==> src/rtl/atc_pkg.sv <==
package atc_pkg;

    typedef enum logic [1:0] {
        ST_IDLE  = 2'd0,
        ST_LEAD  = 2'd1,
        ST_PULSE = 2'd2
    } atc_state_t;

    localparam int RES_BASE = 10;
    localparam int RES_INCR = 2;

    function automatic logic [31:0] res_mask(input logic [1:0] code);
        int unsigned nbits;
        nbits = RES_BASE + RES_INCR * int'(code);
        return (32'h1 << nbits) - 32'h1;
    endfunction

endpackage

==> src/rtl/atc_step_fsm.sv <==
module atc_step_fsm
    import atc_pkg::*;
#(
    parameter int BUSY_CYC = 2
) (
    input  logic clk,
    input  logic rst_n,
    input  logic step_req,
    input  logic load_en,
    output logic acc,
    output logic busy_rise,
    output logic busy,
    output logic idle
);
    localparam int PCW = (BUSY_CYC > 1) ? $clog2(BUSY_CYC) : 1;

    atc_state_t st_q, st_d;
    logic [PCW-1:0] pc_q;

    // state register
    always_ff @(posedge clk or negedge rst_n) begin
        if (!rst_n) begin
            st_q <= ST_IDLE;
            pc_q <= '0;
        end else begin
            st_q <= st_d;
            if (st_q == ST_PULSE) pc_q <= pc_q + 1'b1;
            else                  pc_q <= '0;
        end
    end

    // next state
    always_comb begin
        st_d = st_q;
        unique case (st_q)
            ST_IDLE:  if (step_req && !load_en) st_d = ST_LEAD;
            ST_LEAD:  st_d = ST_PULSE;
            ST_PULSE: if (pc_q == PCW'(BUSY_CYC - 1)) st_d = ST_IDLE;
            default:  st_d = ST_IDLE;
        endcase
    end

    // outputs
    always_comb begin
        idle      = (st_q == ST_IDLE);
        acc       = idle && step_req && !load_en;
        busy_rise = (st_q == ST_LEAD);
        busy      = (st_q == ST_PULSE);
    end

endmodule

==> src/rtl/atc_counter.sv <==
module atc_counter
    import atc_pkg::*;
#(
    parameter int POS_W = 16
) (
    input  logic             clk,
    input  logic             rst_n,
    input  logic             acc,
    input  logic             step_up,
    input  logic [1:0]       res_code,
    input  logic             load_en,
    input  logic             load_cpl,
    input  logic [POS_W-1:0] load_data,
    output logic [POS_W-1:0] pos,
    output logic             wrap
);
    logic [POS_W-1:0] cnt_q, msk, cur;

    assign msk  = POS_W'(res_mask(res_code));
    assign cur  = cnt_q & msk;
    assign wrap = step_up ? (cur == msk) : (cur == '0);
    assign pos  = cur;

    always_ff @(posedge clk or negedge rst_n) begin
        if (!rst_n) begin
            cnt_q <= '0;
        end else if (load_en) begin
            if (load_cpl) cnt_q <= cur & ~load_data;
            else          cnt_q <= load_data & msk;
        end else if (acc) begin
            if (step_up) cnt_q <= (cur + 1'b1) & msk;
            else         cnt_q <= (cur - 1'b1) & msk;
        end
    end

endmodule

==> src/rtl/atc_carry_flags.sv <==
module atc_carry_flags (
    input  logic clk,
    input  logic rst_n,
    input  logic acc,
    input  logic step_up,
    input  logic wrap,
    input  logic busy_rise,
    output logic dir,
    output logic ripple
);
    localparam int STABLE_EDGES = 2;
    localparam int SW = $clog2(STABLE_EDGES + 1);

    logic          dir_q, rip_q, hold_q, dir_chg;
    logic [SW-1:0] stab_q;

    assign dir_chg = (step_up != dir_q);
    assign dir     = dir_q;
    assign ripple  = rip_q;

    always_ff @(posedge clk or negedge rst_n) begin
        if (!rst_n) begin
            dir_q  <= 1'b1;
            rip_q  <= 1'b0;
            hold_q <= 1'b0;
            stab_q <= '0;
        end else if (acc) begin
            dir_q <= step_up;
            if (wrap) begin
                rip_q  <= 1'b1;
                hold_q <= 1'b0;
                stab_q <= '0;
            end else if (rip_q && (hold_q || dir_chg)) begin
                hold_q <= 1'b1;
                if (dir_chg) stab_q <= '0;
            end else begin
                rip_q <= 1'b0;
            end
        end else if (busy_rise && hold_q) begin
            if (stab_q == SW'(STABLE_EDGES - 1)) begin
                rip_q  <= 1'b0;
                hold_q <= 1'b0;
                stab_q <= '0;
            end else begin
                stab_q <= stab_q + 1'b1;
            end
        end
    end

endmodule

==> src/rtl/angle_track_counter.sv <==
module angle_track_counter
    import atc_pkg::*;
#(
    parameter int POS_W    = 16,
    parameter int BUSY_CYC = 2
) (
    input  logic             clk,
    input  logic             rst_n,
    input  logic             step_req,
    input  logic             step_down,
    input  logic [1:0]       res_sel,
    input  logic             load_en,
    input  logic             load_cpl,
    input  logic [POS_W-1:0] load_data,
    output logic [POS_W-1:0] pos,
    output logic             busy,
    output logic             direction,
    output logic             ripple
);
    logic       step_acc, busy_rise, idle, wrap;
    logic [1:0] res_q;

    always_ff @(posedge clk or negedge rst_n) begin
        if (!rst_n)    res_q <= 2'd0;
        else if (idle) res_q <= res_sel;
    end

    atc_step_fsm #(.BUSY_CYC(BUSY_CYC)) u_fsm (
        .clk       (clk),
        .rst_n     (rst_n),
        .step_req  (step_req),
        .load_en   (load_en),
        .acc       (step_acc),
        .busy_rise (busy_rise),
        .busy      (busy),
        .idle      (idle)
    );

    atc_counter #(.POS_W(POS_W)) u_cnt (
        .clk       (clk),
        .rst_n     (rst_n),
        .acc       (step_acc),
        .step_up   (!step_down),
        .res_code  (res_q),
        .load_en   (load_en),
        .load_cpl  (load_cpl),
        .load_data (load_data),
        .pos       (pos),
        .wrap      (wrap)
    );

    atc_carry_flags u_flags (
        .clk       (clk),
        .rst_n     (rst_n),
        .acc       (step_acc),
        .step_up   (!step_down),
        .wrap      (wrap),
        .busy_rise (busy_rise),
        .dir       (direction),
        .ripple    (ripple)
    );

endmodule

==> config.mk <==
export PLATFORM = sky130hd
export DESIGN_NAME = angle_track_counter
export DESIGN_NICKNAME = d
export VERILOG_FILES = /design/src/rtl/atc_pkg.sv /design/src/rtl/atc_step_fsm.sv /design/src/rtl/atc_counter.sv /design/src/rtl/atc_carry_flags.sv /design/src/rtl/angle_track_counter.sv
export SDC_FILE = /design/constraint.sdc
export NUM_CORES = 1
export LEC_CHECK = 0
export CORE_MARGIN = 2
export CORE_UTILIZATION = 40
export DETAILED_ROUTE_END_ITERATION = 8
export PLACE_DENSITY = 0.72
export SLEW_MARGIN = 15
export SYNTH_ARGS = -nofsm -noshare
export SYNTH_HDL_FRONTEND = slang
export SYNTH_SLANG_ARGS = --single-unit
==> constraint.sdc <==
create_clock -name clk -period 3.2 [get_ports clk]
set_input_delay 0.64 -clock clk [delete_from_list [all_inputs] [get_ports clk]]
set_output_delay 0.64 -clock clk [all_outputs]
set_load 0.03 [all_outputs]
## Word level (Yosys, flattened, before mapping)

Cells that the tools add are included.
Widths: inputs -> output; s select.

- Bitwise logic cells: 6
- Add/sub/neg operators: 6
- Muxes and demuxes: 23
- Shift-type cells: 1
- Reduce and logical (&&, ||, !) cells: 17
- Equal/unequal tests: 10

Operators by type and width:

| operator | count |
|---|---|
| $and 16x16->16 | 5 |
| $mux 16 | 4 |
| $shl 1x32->16 const A | 1 |
| $sub 16x1->16 const B | 2 |
| $add 16x1->16 const B | 1 |
| $eq 16x16->1 | 1 |
| $logic_not 16->1 | 1 |
| $mux 2 | 8 |
| $not 16->16 | 1 |
| $mux 1 | 10 |
| $reduce_and 3->1 | 3 |
| $ne 3x1->1 const B | 2 |
| $pmux 2 s3 | 1 |
| $reduce_bool 2->1 | 3 |
| $add 4x3->5 const A | 1 |
| $logic_and 1x1->1 | 5 |
| $eq 2x1->1 const B | 2 |
| $ne 2x1->1 const B | 2 |
| $ne 3x3->1 const B | 1 |
| $add 2x1->2 const B | 1 |
| $eq 2x2->1 const B | 1 |
| $logic_not 1->1 | 2 |
| $logic_not 2->1 | 1 |
| $reduce_and 2->1 | 1 |
| other kinds (3) | 3 |

- Output and inout bits: 19
- Flip-flop bits (word level): 26
- Word-level logic and storage cells: 71

## Longest topological paths before layout

- Depth in word-level cells: 9
- Mapped depth: 12

## Modules after synthesis

A second synthesis with hierarchy kept.

- Cell total of the unflattened synthesis: 259
- Area, all modules: 2199.6 um2

Modules (own cells, without submodules):

| module | area each (um2) | instances | cells an instance |
|---|---|---|---|
| atc_counter | 1734.2 | 1 | 218 |
| atc_carry_flags | 259.0 | 1 | 26 |
| atc_step_fsm | 130.1 | 1 | 10 |
| angle_track_counter | 76.3 | 1 | 5 |

## Worst setup path before layout

OpenSTA, ideal clock, no wires.

- Path type: register to register
- Start point: register res_q[1]
- End point: register u_cnt.cnt_q[15]
- Stages on the path, launching flop included: 10
- Slack: 587 ps
- Arrival time: 2486 ps
- Required time: 3073 ps
- Buffers on the path: 1
- Period minus slack after synthesis: 2613 ps
- Cell sequence: dfrtp_1 nor2_1 nor2b_1 ha_1 buf_2 o21ai_0 nor2_8 a221oi_2 xnor2_1 o21ai_1

- Longest elaborated chain between the ends: 9
- Elaborated cells between the ends (all ways): 14
- Those cells by class: add/sub (4); shift (1); mux (4); bitwise (5)

Ends and longest elaborated chain:

| what | RTL line | text |
|---|---|---|
| from (decl) | angle_track_counter.sv:21 | `logic [1:0] res_q;` |
| from (signal assigned) | angle_track_counter.sv:25 | `else if (idle) res_q <= res_sel;` |
| $add 4x3->5 (*) | atc_pkg.sv:14 | `nbits = RES_BASE + RES_INCR * int'(code);` |
| $shl 1x32->16 (*) | atc_pkg.sv:15 | `return (32'h1 << nbits) - 32'h1;` |
| $sub 16x1->16 (*) | atc_pkg.sv:15 |  |
| $and 16x16->16 (*) | atc_counter.sv:20 | `assign cur = cnt_q & msk;` |
| net pos[10] | angle_track_counter.sv:15 | `output logic [POS_W-1:0] pos,` |
| $add 16x1->16 or $sub 16x1->16 (tied branches) | atc_counter.sv:31, atc_counter.sv:32 |  |
| $and 16x16->16 (on tied branches) | atc_counter.sv:31, atc_counter.sv:32 |  |
| $mux 16 (*) | atc_counter.sv:31 | `if (step_up) cnt_q <= (cur + 1'b1) & msk;` |
| $mux 16 (*) | atc_counter.sv:30 | `end else if (acc) begin` |
| $mux 16 (*) | atc_counter.sv:27 | `end else if (load_en) begin` |
| to (signal assigned) | atc_counter.sv:28 | `if (load_cpl) cnt_q <= cur & ~load_data;` |
| to (signal assigned) | atc_counter.sv:31 |  |
| to (signal assigned) | atc_counter.sv:32 | `else cnt_q <= (cur - 1'b1) & msk;` |
| to (decl) | atc_counter.sv:17 | `logic [POS_W-1:0] cnt_q, msk, cur;` |

The timed path passes the listed nets; every way through them passes the cells marked *. The select of a mux whose other input is x is not followed.
A chain may end at the register's enable or synchronous reset.

## Worst setup path after layout

- Start point: input step_down
- End point: register u_cnt.cnt_q[12]

- Longest elaborated chain between the ends: 3

Ends and longest elaborated chain:

| what | RTL line | text |
|---|---|---|
| from (decl) | angle_track_counter.sv:10 | `input logic step_down,` |
| $mux 16 | atc_counter.sv:31 |  |
| $mux 16 | atc_counter.sv:30 |  |
| $mux 16 | atc_counter.sv:27 |  |

No other way between the ends. The select of a mux whose other input is x is not followed.

==> results by group <==
Global route
  • Vias in the first global route: approximately 2000
  • First-pass GRT wire length: 9870 µm
  • All-Layer GR Usage: between 10% and 20%
  • Grt ovf: 0
  • Initial antenna violation count: 0
  • Largest net degree at the start of global routing: 27

Yosys
  • Post-synth top flop: dfrtp_1
  • Share of flip-flops with an asynchronous set or reset: between 90% and 100%
  • Post-Syn Area per Cell: 8.44 µm²
  • EDFF count, synth: 0
  • Mapped cell area: 0.00225 mm²
  • YS warnings: 0
  • Unique masters post-synth: just under 60
  • Sequential area share after synthesis: roughly 29%
  • Post-synthesis cell count: between 200 and 300
  • Yosys reg bits: 26

Critical path
  • Max incr delay on CP: 0.48 ns
  • Slowest cell on the critical path: fa_1
  • Critical Path, Cell by Cell: clkdlybuf4s50_1, buf_12, fa_1, a211oi_1, o21bai_1, a21oi_1, o21a_1, o21bai_1, xnor2_1, o21ai_1
  • CP startpoint kind: input pin
  • CP most frequent cell: o21bai_1
  • Worst Path Required: about 3.4 ns
  • Crit path max-delay family: compound AO/OA/AOI/OAI gates
  • Crit path arrival time: 2.86 ns
  • Crit-path max FO: 20
  • Critical path class: in2reg
  • Critical path capture point type: flip-flop
  • WP buf/inv: 2

Status
  • Status: finished clean

CTS
  • Hold buffers post-CTS: 0
  • Clk slew on worst S/H paths: roughly 0.090 ns
  • # clock sinks: 26
  • Clock tree root buffer cell: clkbuf_8
  • TritonCTS clock tree: yes
  • Setup Fix Bufs, Post-CTS: 0
  • CTS Buffer Depth: 2
  • H-tree depth: 1
  • Clock latency at the later pin of the worst-skew pair: 0.27 ns
  • Total CTS buffers: 3
  • Post-cts resize count: 0

Drt
  • Avg Vias per Cell: between 5 and 6
  • Drt first pass iters: 4
  • Initial drt markers: about 180
  • WL final: around 6000 µm
  • DRC: 0
  • Routed WL per cell: between 15 and 20 µm
  • Routed Antenna Nets: 0
  • Vias: around 2100

STA
  • Layout Skew: 0.00402 ns
  • Achievable Freq: approximately 370 MHz
  • Worst slew pin tran: approximately 0.65 ns
  • Relative slew slack: ~56%
  • Final Setup Violations: 0
  • Post-layout minimum cycle time: 2.70 ns
  • RSZ-0062 raised after global routing: false
  • Fin. Hold Viols: 0
  • Max Slew Vio Count: 0
  • Fin crit share: 84.4%
  • Setup_tns: 0 ns

Pwr
  • Power Total: 1.89 mW
  • Worst IR drop on VDD: about 280 µV
  • Pwr Density: 674 mW/mm²
  • Lkg Pwr: 1.20 nW

Flow run
  • Max cap viols: 0

Finish
  • Commonest non-fill, non-tap cell in the layout: clkdlybuf4s50_1
  • Share of layout cells above drive strength 1: 8.14%
  • Antenna diodes: 0
  • Syn-to-layout area delta: 24.6%
  • Fill count: approximately 530
  • Nets: roughly 350
  • Commonest cells after routing, fill and taps aside: 42 x clkdlybuf4s50_1, 25 x dfrtp_1, 24 x nand2_1

Floorplanning
  • Die W: slightly below 80 µm
  • Die area: between 0.006 and 0.007 mm²
  • Initial core utilization: just over 40%
  • # rows: 27
  • I/O pins: 43
  • CORE AREA: 0.00547 mm²
  • Die height: slightly below 80 µm

Place
  • Routability cong.: about 0.85
  • Detailed placer's ending HPWL: ~4400 µm
  • PortBufs: between 40 and 50

Hold path
  • Hold crit path type: reg2reg
cell families (layout without fill, tap and decap cells):
group,count (synthesis),after routing,share of synthesized area [%]
buffers and inverters,18,57,4.50
other,1,2,0.167
xor gates and xnor gates,16,16,6.22
AOI/OAI and AO/OA,100,100,28.3
adders and majority gates,16,16,9.22
DFF,26,26,28.9
and+or+nand+nor,84,84,19.8
muxes,6,6,2.78
layer usage:
metal	share of wire (%)	routed length [µm]	global-route usage (%)
met5	0	0	0
met4	0.78	46	4.14
met3	4.5	267	2.05
met2	47	2780	32.0
met1	48	2810	27.9
through the flow:
stage / hold slack [ns] / instance area (µm²) / utilization (%) / setup WS (ns) / std cells
floorplan: 0.344 / 2260 / - / 0.587 / 268
global placement: 0.397 / 2750 / 50.3 / 0.307 / 375
detailed placement: 0.405 / 2750 / 50.3 / 0.223 / 375
CTS: 0.419 / 2810 / 51.3 / 0.507 / 379
global route: 0.429 / 2810 / 51.3 / 0.358 / 379
finish: 0.416 / 2810 / 51.3 / 0.499 / 379
cell type report:
cell class / count / area [µm²] / share of cell area [%]
flip-flops and latches: 26 / 652 / 23.2
inverters: 3 / 13.8 / 0.490
well taps: 72 / 90.1 / 3.21
clock buffers: 4 / 55.1 / 1.96
repair buffers: 50 / 493 / 17.6
multi-input cells: 224 / 1500 / 53.5
sequential cells by signal, indices dropped and copies added, names as in the netlist:
| register | cells |
|---|---|
| u_flags.stab_q | 2 |
| u_fsm.st_q | 2 |
| u_flags.ripple | 1 |
| u_fsm.pc_q | 1 |
| u_flags.dir | 1 |
| res_q | 2 |
| u_cnt.cnt_q | 16 |
| u_flags.hold_q | 1 |
Yosys cell counts (4+ instances only):
cell / count / area [µm²]
nor2b_1: 8 / 50.1
dfrtp_1: 25 / 626
clkbuf_1: 9 / 33.8
a22oi_1: 6 / 45.0
xor2_1: 8 / 70.1
a32oi_1: 4 / 35.0
ha_1: 15 / 188
o21ai_1: 16 / 80.1
mux2i_1: 4 / 40.0
nand3_1: 6 / 30.0
and2_1: 5 / 31.3
o21ai_0: 20 / 100
xnor2_1: 8 / 70.1
nor2_1: 16 / 60.1
nand2_1: 24 / 90.1
nand4_1: 5 / 31.3
buf_6: 4 / 45.0
nor3_1: 4 / 20.0
a21o_1: 7 / 52.6
a21oi_1: 22 / 110
final timing paths:
check,from,endpoint,slack (ns),cells past startpoint
min in group asynchronous,rst_n,u_cnt.cnt_q[2],0.73,2
max in group asynchronous,rst_n,u_flags.dir,2.17,2
hold reg to reg,u_fsm.pc_q,u_fsm.pc_q,0.42,1
setup / recovery,step_down,u_cnt.cnt_q[12],0.50,10
setup reg to reg,res_q[0],u_cnt.cnt_q[13],0.60,10
hold / removal,u_fsm.pc_q,u_fsm.pc_q,0.42,1
power by group:
| group | internal, mW | total (mW) | switching, mW | leakage (nW) |
|---|---|---|---|---|
| Sequential | 0.435 | 0.563 | 0.128 | 0.336 |
| Combinational | 0.493 | 1.11 | 0.617 | 0.831 |
| Clock | 0.110 | 0.217 | 0.107 | 0.0288 |
| Total | 1.04 | 1.89 | 0.852 | 1.20 |
No activity file was read; power rests on OpenSTA's default activity.
